$ cat src/rtl/sfp_pkg.sv
package sfp_pkg;

    localparam int ADDR_W = 24;

    typedef enum logic [1:0] {
        REQ_PAGE   = 2'd0,
        REQ_SECTOR = 2'd1,
        REQ_CHIP   = 2'd2,
        REQ_NONE   = 2'd3
    } req_op_e;

    typedef enum logic [2:0] {
        ST_IDLE  = 3'd0,
        ST_GAP   = 3'd1,
        ST_WREN  = 3'd2,
        ST_OPC   = 3'd3,
        ST_ADDR  = 3'd4,
        ST_DATA  = 3'd5,
        ST_POLLC = 3'd6,
        ST_POLLR = 3'd7
    } seq_st_e;

    localparam logic [7:0] CMD_WEN  = 8'h06;
    localparam logic [7:0] CMD_PROG = 8'h02;
    localparam logic [7:0] CMD_SECT = 8'hD8;
    localparam logic [7:0] CMD_CHIP = 8'hC7;
    localparam logic [7:0] CMD_STAT = 8'h05;
    localparam logic [7:0] WIP_MASK = 8'h01;

endpackage

$ cat src/rtl/sfp_byte_shifter.sv
module sfp_byte_shifter #(
    parameter int CLK_DIV = 4
) (
    input  logic       clk,
    input  logic       rst_n,
    input  logic       start,
    input  logic [7:0] tx_byte,
    output logic       busy,
    output logic       done,
    output logic [7:0] rx_byte,
    output logic       sclk,
    output logic       mosi,
    input  logic       miso
);
    localparam int HALF = CLK_DIV / 2;
    localparam int CW   = (HALF > 1) ? $clog2(HALF) : 1;

    typedef struct packed {
        logic          busy;
        logic          sclk;
        logic [CW-1:0] cnt;
        logic [2:0]    bitn;
        logic [7:0]    tx;
        logic [7:0]    rx;
    } sh_t;

    sh_t q, n;

    always_comb begin
        n    = q;
        done = 1'b0;
        if (!q.busy) begin
            if (start) begin
                n.busy = 1'b1;
                n.tx   = tx_byte;
                n.cnt  = '0;
                n.bitn = '0;
                n.sclk = 1'b0;
            end
        end else if (q.cnt == CW'(HALF - 1)) begin
            n.cnt = '0;
            if (!q.sclk) begin
                n.sclk = 1'b1;
                n.rx   = {q.rx[6:0], miso};
            end else begin
                n.sclk = 1'b0;
                if (q.bitn == 3'd7) begin
                    n.busy = 1'b0;
                    done   = 1'b1;
                end else begin
                    n.bitn = q.bitn + 3'd1;
                    n.tx   = {q.tx[6:0], 1'b0};
                end
            end
        end else begin
            n.cnt = q.cnt + 1'b1;
        end
    end

    always_ff @(posedge clk or negedge rst_n) begin
        if (!rst_n) q <= '0;
        else        q <= n;
    end

    assign busy    = q.busy;
    assign rx_byte = q.rx;
    assign sclk    = q.sclk;
    assign mosi    = q.tx[7];

    assert_mosi_steady_R2: assert property (@(posedge clk) disable iff (!rst_n)
        q.sclk |-> $stable(q.tx[7]));
    assert_start_idle_R2: assert property (@(posedge clk) disable iff (!rst_n)
        start |-> !q.busy);

endmodule

$ cat src/rtl/sfp_seq_ctl.sv
module sfp_seq_ctl
    import sfp_pkg::*;
#(
    parameter int LEN_W       = 12,
    parameter int CS_HIGH_MIN = 2,
    parameter int POLL_LIMIT  = 1000000
) (
    input  logic              clk,
    input  logic              rst_n,
    input  logic              req_valid,
    input  logic [1:0]        req_op,
    input  logic [ADDR_W-1:0] req_addr,
    input  logic [LEN_W-1:0]  req_len,
    input  logic [7:0]        wr_byte,
    output logic              wr_pop,
    output logic              busy,
    output logic              done,
    output logic              err,
    output logic              spi_cs_n,
    output logic              sh_start,
    output logic [7:0]        sh_tx,
    input  logic              sh_busy,
    input  logic              sh_done,
    input  logic [7:0]        sh_rx
);
    localparam int GAP_W  = (CS_HIGH_MIN > 1) ? $clog2(CS_HIGH_MIN) : 1;
    localparam int POLL_W = $clog2(POLL_LIMIT + 1);

    typedef struct packed {
        seq_st_e           st;
        seq_st_e           after;
        logic              cs_n;
        logic              launched;
        req_op_e           op;
        logic [ADDR_W-1:0] addr;
        logic [LEN_W-1:0]  left;
        logic [1:0]        aidx;
        logic [GAP_W-1:0]  gap;
        logic [POLL_W-1:0] polls;
        logic              done;
        logic              err;
    } sq_t;

    sq_t q, n;
    logic go, wip;

    function automatic sq_t close_frame(sq_t s, seq_st_e nxt);
        s.launched = 1'b0;
        s.cs_n     = 1'b1;
        s.st       = ST_GAP;
        s.gap      = '0;
        s.after    = nxt;
        return s;
    endfunction

    always_comb begin
        n        = q;
        n.done   = 1'b0;
        n.err    = 1'b0;
        sh_start = 1'b0;
        sh_tx    = 8'h00;
        wr_pop   = 1'b0;
        go       = !sh_busy && !q.launched;
        wip      = |(sh_rx & WIP_MASK);
        if (q.st != ST_IDLE && q.st != ST_GAP && go) begin
            sh_start   = 1'b1;
            n.launched = 1'b1;
            n.cs_n     = 1'b0;
        end
        case (q.st)
            ST_IDLE: if (req_valid) begin
                n.op    = req_op_e'(req_op);
                n.addr  = req_addr;
                n.left  = req_len;
                n.polls = '0;
                if (req_op_e'(req_op) == REQ_NONE ||
                    (req_op_e'(req_op) == REQ_PAGE && req_len == '0)) begin
                    n.done = 1'b1;
                end else begin
                    n = close_frame(n, ST_WREN);
                end
            end
            ST_GAP: begin
                if (q.gap >= GAP_W'(CS_HIGH_MIN - 1)) n.st = q.after;
                else                                 n.gap = q.gap + 1'b1;
            end
            ST_WREN: begin
                sh_tx = CMD_WEN;
                if (sh_done) n = close_frame(n, ST_OPC);
            end
            ST_OPC: begin
                case (q.op)
                    REQ_PAGE:   sh_tx = CMD_PROG;
                    REQ_SECTOR: sh_tx = CMD_SECT;
                    default:    sh_tx = CMD_CHIP;
                endcase
                if (sh_done) begin
                    if (q.op == REQ_CHIP) begin
                        n = close_frame(n, ST_POLLC);
                    end else begin
                        n.launched = 1'b0;
                        n.st       = ST_ADDR;
                        n.aidx     = '0;
                    end
                end
            end
            ST_ADDR: begin
                case (q.aidx)
                    2'd0:    sh_tx = q.addr[23:16];
                    2'd1:    sh_tx = q.addr[15:8];
                    default: sh_tx = q.addr[7:0];
                endcase
                if (sh_done) begin
                    n.launched = 1'b0;
                    if (q.aidx == 2'd2) begin
                        if (q.op == REQ_SECTOR) n = close_frame(n, ST_POLLC);
                        else                    n.st = ST_DATA;
                    end else begin
                        n.aidx = q.aidx + 2'd1;
                    end
                end
            end
            ST_DATA: begin
                sh_tx  = wr_byte;
                wr_pop = go;
                if (sh_done) begin
                    n.addr     = q.addr + 24'd1;
                    n.left     = q.left - 1'b1;
                    n.launched = 1'b0;
                    if (q.left == LEN_W'(1) || q.addr[7:0] == 8'hFF)
                        n = close_frame(n, ST_POLLC);
                end
            end
            ST_POLLC: begin
                sh_tx = CMD_STAT;
                if (sh_done) begin
                    n.launched = 1'b0;
                    n.st       = ST_POLLR;
                end
            end
            default: begin
                sh_tx = 8'h00;
                if (sh_done) begin
                    if (!wip) begin
                        if (q.op == REQ_PAGE && q.left != '0) begin
                            n       = close_frame(n, ST_WREN);
                            n.polls = '0;
                        end else begin
                            n          = close_frame(n, ST_IDLE);
                            n.st       = ST_IDLE;
                            n.done     = 1'b1;
                        end
                    end else if (q.polls == POLL_W'(POLL_LIMIT - 1)) begin
                        n      = close_frame(n, ST_IDLE);
                        n.st   = ST_IDLE;
                        n.done = 1'b1;
                        n.err  = 1'b1;
                    end else begin
                        n       = close_frame(n, ST_POLLC);
                        n.polls = q.polls + 1'b1;
                    end
                end
            end
        endcase
    end

    always_ff @(posedge clk or negedge rst_n) begin
        if (!rst_n) begin
            q      <= '0;
            q.cs_n <= 1'b1;
        end else begin
            q <= n;
        end
    end

    assign busy     = (q.st != ST_IDLE);
    assign done     = q.done;
    assign err      = q.err;
    assign spi_cs_n = q.cs_n;

    assert_cs_hold_R8: assert property (@(posedge clk) disable iff (!rst_n)
        $rose(q.cs_n) |=> q.cs_n);
    assert_done_pulse_R11: assert property (@(posedge clk) disable iff (!rst_n)
        q.done |=> !q.done);
    assert_err_with_done_R9: assert property (@(posedge clk) disable iff (!rst_n)
        q.err |-> q.done);
    assert_pop_in_frame_R5: assert property (@(posedge clk) disable iff (!rst_n)
        wr_pop |-> !q.cs_n);
    assert_idle_deselect_R1: assert property (@(posedge clk) disable iff (!rst_n)
        (q.st == ST_IDLE) |-> q.cs_n);

endmodule

$ cat src/rtl/spi_flash_prog_seq.sv
module spi_flash_prog_seq
    import sfp_pkg::*;
#(
    parameter int CLK_DIV     = 4,
    parameter int LEN_W       = 12,
    parameter int CS_HIGH_MIN = 2,
    parameter int POLL_LIMIT  = 1000000
) (
    input  logic              clk,
    input  logic              rst_n,
    input  logic              req_valid,
    input  logic [1:0]        req_op,
    input  logic [ADDR_W-1:0] req_addr,
    input  logic [LEN_W-1:0]  req_len,
    input  logic [7:0]        wr_byte,
    output logic              wr_pop,
    output logic              busy,
    output logic              done,
    output logic              err,
    output logic              spi_cs_n,
    output logic              spi_sclk,
    output logic              spi_mosi,
    input  logic              spi_miso
);
    logic       sh_start, sh_busy, sh_done;
    logic [7:0] sh_tx, sh_rx;

    sfp_seq_ctl #(
        .LEN_W(LEN_W), .CS_HIGH_MIN(CS_HIGH_MIN), .POLL_LIMIT(POLL_LIMIT)
    ) u_ctl (
        .clk(clk), .rst_n(rst_n),
        .req_valid(req_valid), .req_op(req_op), .req_addr(req_addr), .req_len(req_len),
        .wr_byte(wr_byte), .wr_pop(wr_pop),
        .busy(busy), .done(done), .err(err), .spi_cs_n(spi_cs_n),
        .sh_start(sh_start), .sh_tx(sh_tx), .sh_busy(sh_busy),
        .sh_done(sh_done), .sh_rx(sh_rx)
    );

    sfp_byte_shifter #(.CLK_DIV(CLK_DIV)) u_shift (
        .clk(clk), .rst_n(rst_n),
        .start(sh_start), .tx_byte(sh_tx), .busy(sh_busy), .done(sh_done),
        .rx_byte(sh_rx), .sclk(spi_sclk), .mosi(spi_mosi), .miso(spi_miso)
    );

    assert_sclk_low_deselected_R1: assert property (@(posedge clk) disable iff (!rst_n)
        spi_cs_n |-> !spi_sclk);

endmodule

$ cat config.mk
export PLATFORM = sky130hd
export DESIGN_NAME = spi_flash_prog_seq
export DESIGN_NICKNAME = d
export VERILOG_FILES = /design/src/rtl/sfp_pkg.sv /design/src/rtl/sfp_byte_shifter.sv /design/src/rtl/sfp_seq_ctl.sv /design/src/rtl/spi_flash_prog_seq.sv
export SDC_FILE = /design/constraint.sdc
export NUM_CORES = 1
export LEC_CHECK = 0
export ABC_AREA = 1
export BUFFER_PORTS_ARGS = -buffer_cell sky130_fd_sc_hd__buf_4
export CAP_MARGIN = 20
export CELL_PAD_IN_SITES_DETAIL_PLACEMENT = 0
export CELL_PAD_IN_SITES_GLOBAL_PLACEMENT = 2
export CORE_MARGIN = 3
export CORE_UTILIZATION = 29
export CTS_CLUSTER_DIAMETER = 120
export DETAILED_ROUTE_END_ITERATION = 10
export MAX_ROUTING_LAYER = met4
export PLACE_DENSITY = 0.81
export SYNTH_ARGS = -nofsm -noshare
export SYNTH_HDL_FRONTEND = slang
export SYNTH_SLANG_ARGS = --single-unit
$ cat constraint.sdc
create_clock -name clk -period 2.26 [get_ports clk]
set_input_delay 0 -clock clk [delete_from_list [all_inputs] [get_ports clk]]
set_output_delay 0 -clock clk [all_outputs]
set_load 0.05 [all_outputs]
==> impl_metrics.py <==
metrics = {
    "final_layout": {
        "layout-drive-gt1-share": 0.1156,
        "multiInputGateArea_sq_mm": 0.003298,
        "fillers": 2176,
        "antennaDiodeCount": 0,
        "area_growth_pct": 26.08,
        "seq_area_sq_mm": 0.002153,
        "nets": 1084,
    },
    "logic_synthesis": {
        "synth.distinct_cells": 39,
        "ys_seq_elements": 86,
        "yosys.area_share.xor_xnor": 0.01464,
        "ys_warn_count": 0,
        "synth-simple-area-share": 0.3595,
        "syn_area_sq_mm": 0.005983,
        "muxShareOfSynthArea": 0,
        "synth_edf_count": 0,
        "ys_seq_area_frac": 0.3599,
        "syn_avg_cell_area_sq_um": 6.546,
        "yosys.area_share.adder": 0.02091,
        "synth_nets": 974,
        "synth_top_family_by_area": "simple AND/OR/NAND/NOR gates",
        "synth-async-reset-ratio": 1.000,
        "synth_compound_area_frac": 0.1558,
        "netlist_instances": 914,
        "synth_top_flop_cell": "dfrtp_1",
    },
    "placed_design": {
        "place.gp.congestion": 0.8829,
        "io_buffers": 56,
        "hpwl_um": 15230,
    },
    "timing": {
        "relSlewSlack": 0.6869,
        "clock.fmax_mhz": 497.2,
        "skew_ps": 14.42,
        "min_period_ps": 2011,
        "period_share": 0.8900,
        "report.final.hold_viol_count": 0,
        "finalSetupTns_ps": 0,
        "rsz0062_at_grt": "no",
        "setup_viol": 0,
        "maxSlewViolCount": 0,
        "tightest_slew_ps": 469.7,
    },
    "cts": {
        "tritoncts": "yes",
        "clk_path_buf_depth": 2,
        "clk_transition_reported_paths_ps": 70,
        "htreeDepth": 3,
        "root_buffer": "clkbuf_16",
        "cts_buffers": 9,
        "post_cts_buffers": 0,
        "cts_sinks": 86,
        "clkLatencyLatePin_ps": 350,
    },
    "routing": {
        "ant_nets": 0,
        "wl_met3_um": 945,
        "routed_wl_um": 20110,
        "wl_per_cell_um": 15.54,
        "drt_iter0_markers": 458,
        "dr_wl_met2_um": 8732,
        "via_count": 6383,
        "drcViolationCount": 0,
        "top_layer_used": "met4",
        "met1Wirelength_um": 10230,
        "drt_pass1_iterations": 5,
        "drt-vias-per-instance": 4.933,
    },
    "global_route": {
        "grt_antenna_before_repair": 0,
        "grt_pass1_wl_um": 32400,
        "grt_max_degree": 56,
        "grt.overflow.total": 0,
        "grt_pass1_vias": 6000,
        "gr-usage-all-layers": 0.1889,
    },
    "worst_setup_path": {
        "worstPathCellList": "ha_1, ha_1, nand2_1, inv_1, nand2_1, nand2_1, nand4_4, inv_2, buf_4, nor2_1, a21oi_1",
        "cp-start-kind": "flip-flop",
        "cpPeakStageDelay_ps": 360,
        "crit_type": "flip-flop to flip-flop",
        "cp_num_buf_inv": 3,
        "crit_family": "buffers and inverters",
        "cp_common_cell": "nand2_1",
        "slowest_stage": "dfrtp_1",
        "path_max_fanout": 15,
        "cp.arrival_ps": 2280,
        "endpoint_kind": "flip-flop",
        "crit_required_ps": 2530,
    },
    "pwr": {
        "p_total_mw": 6.840,
        "peakVddDrop_mv": 0.4827,
        "power.density_mw_per_mm2": 906.7,
        "p_leak_nw": 3.563,
    },
    "floorplan": {
        "chipWidth_um": 149.6,
        "core_sq_mm": 0.01985,
        "io-pin-count": 57,
        "fp-row-count": 51,
        "initial_core_util": 0.3015,
        "die_h_um": 149.6,
        "die_area_sq_mm": 0.02239,
    },
    "flow_run": {
        "cap_violations": 0,
    },
    "status": {
        "status": "complete, no violations",
    },
    "hold_path": {
        "hold_path.class": "input pin to flip-flop",
    },
}
[kinds of logic (layout without fill, tap and decap cells)]
| logic type | Yosys count | after routing |
|---|---|---|
| AND/OR/NAND/NOR | 505 | 505 |
| AO/OA/AOI/OAI | 170 | 170 |
| buffers and inverters | 133 | 248 |
| flip-flops | 86 | 86 |
| adder cells (fa/ha/maj) | 10 | 10 |
| XOR/XNOR | 10 | 10 |
[cells in the final DEF, fill, tap and decap left out, drive strengths merged, types with 10 or more instances in the layout]
cell / instances
nor3: 21
clkbuf: 12
o21ai: 72
a22oi: 10
inv: 107
buf: 87
nand3: 83
dfrtp: 85
nand4: 26
a21oi: 65
nand2: 246
ha: 10
nor2: 124
dlygate4sd3: 36
[cells in the mapped netlist (2+ instances only)]
| cell | instances | share of area |
|---|---|---|
| nand2_2 | 4 | 0.0042 |
| dfrtp_1 | 85 | 0.36 |
| nand4_1 | 25 | 0.026 |
| o211ai_1 | 3 | 0.0038 |
| a22oi_1 | 10 | 0.013 |
| buf_6 | 2 | 0.0038 |
| o22ai_1 | 6 | 0.0063 |
| a32oi_1 | 3 | 0.0044 |
| o21ai_1 | 7 | 0.0059 |
| ha_1 | 10 | 0.021 |
| nor2_4 | 3 | 0.0056 |
| xor2_1 | 9 | 0.013 |
| inv_2 | 4 | 0.0025 |
| clkinv_1 | 2 | 0.0013 |
| a21oi_1 | 65 | 0.054 |
| nor2_1 | 121 | 0.076 |
| clkbuf_1 | 7 | 0.0044 |
| inv_1 | 103 | 0.065 |
| or2_2 | 3 | 0.0031 |
| nand2_1 | 242 | 0.15 |
| o21ai_0 | 65 | 0.054 |
| nand3_1 | 83 | 0.069 |
| buf_2 | 13 | 0.011 |
| o21bai_1 | 2 | 0.0025 |
| nor3_1 | 21 | 0.018 |
| a21o_1 | 3 | 0.0038 |
[final timing paths]
kind / end / start / slack, ps / cells past startpoint
min: u_ctl.q[26]$_DFFE_PN0P_ / req_len[1] / 9 / 5
min in group asynchronous: u_ctl.q[70]$_DFFE_PN0P_ / rst_n / 160 / 2
max in group asynchronous: u_shift.sclk$_DFFE_PN0P_ / rst_n / 1430 / 3
min reg2reg: u_ctl.q[65]$_DFFE_PN0P_ / u_ctl.q[65]$_DFFE_PN0P_ / 490 / 2
max reg2reg: u_ctl.q[58]$_DFFE_PN0P_ / u_shift.q[16]$_DFFE_PN0P_ / 250 / 11
max: u_ctl.q[58]$_DFFE_PN0P_ / u_shift.q[16]$_DFFE_PN0P_ / 250 / 11
[stage by stage]
stage	hold WS [ps]	setup WS, ps	area [sq um]	std cells	util
3_5_place_dp	-9.016	200.3	6893	1242	0.3473
5_1_grt	41.63	54.82	7543	1294	0.3801
6_report	9.243	248.6	7543	1294	0.3801
4_1_cts	6.115	184.4	7541	1294	0.3800
2_1_floorplan	-295.6	331.2	5983	914	-
3_3_place_gp	-0.1332	278.6	6893	1242	0.3473
[registers in the layout, indices dropped and copies added (netlist names)]
name	flops
u_ctl.done	1
u_ctl.err	1
u_ctl.q	68
u_ctl.spi_cs_n	1
u_shift.busy	1
u_shift.mosi	1
u_shift.q	11
u_shift.rx_byte	1
u_shift.sclk	1
[where the power goes]
part | internal, mW | leakage (nW) | switching (mW) | total [mW]
clock | 0.809 | 0.131 | 0.655 | 1.46
sequential | 2.01 | 1.10 | 0.469 | 2.48
combinational | 1.03 | 2.34 | 1.87 | 2.90
[timing repair]
item                                    CTS  global route
endpoints found under the hold margin    66             0
hold buffers                             36             0
resized for setup                         0             1
endpoints found under the setup margin    0             9
[cell type report]
cell class | count | share of cell area
Clock buffer | 12 | 0.03400
Clock inverter | 4 | 0.004147
Inverter | 109 | 0.05424
Multi-Input combinational cell | 695 | 0.4372
Sequential cell | 86 | 0.2855
Tap cell | 265 | 0.04395
Timing Repair Buffer | 123 | 0.1410
[worst register-to-register path: cells and delay by family, from the launching register on]
family,cells,cell delay (ps)
buffers and inverters,3,590
and+or+nand+nor,5,550
DFF,1,360
adders and majority gates,2,330
AOI/OAI and AO/OA,1,110
[routing by layer]
layer,global-route usage,vias up
met2,0.2744,170
met1,0.2793,2977
li1,-,3223
met4,0.04165,0
met5,-,-
met3,0.02635,13
(Power assumes the default switching activity.)
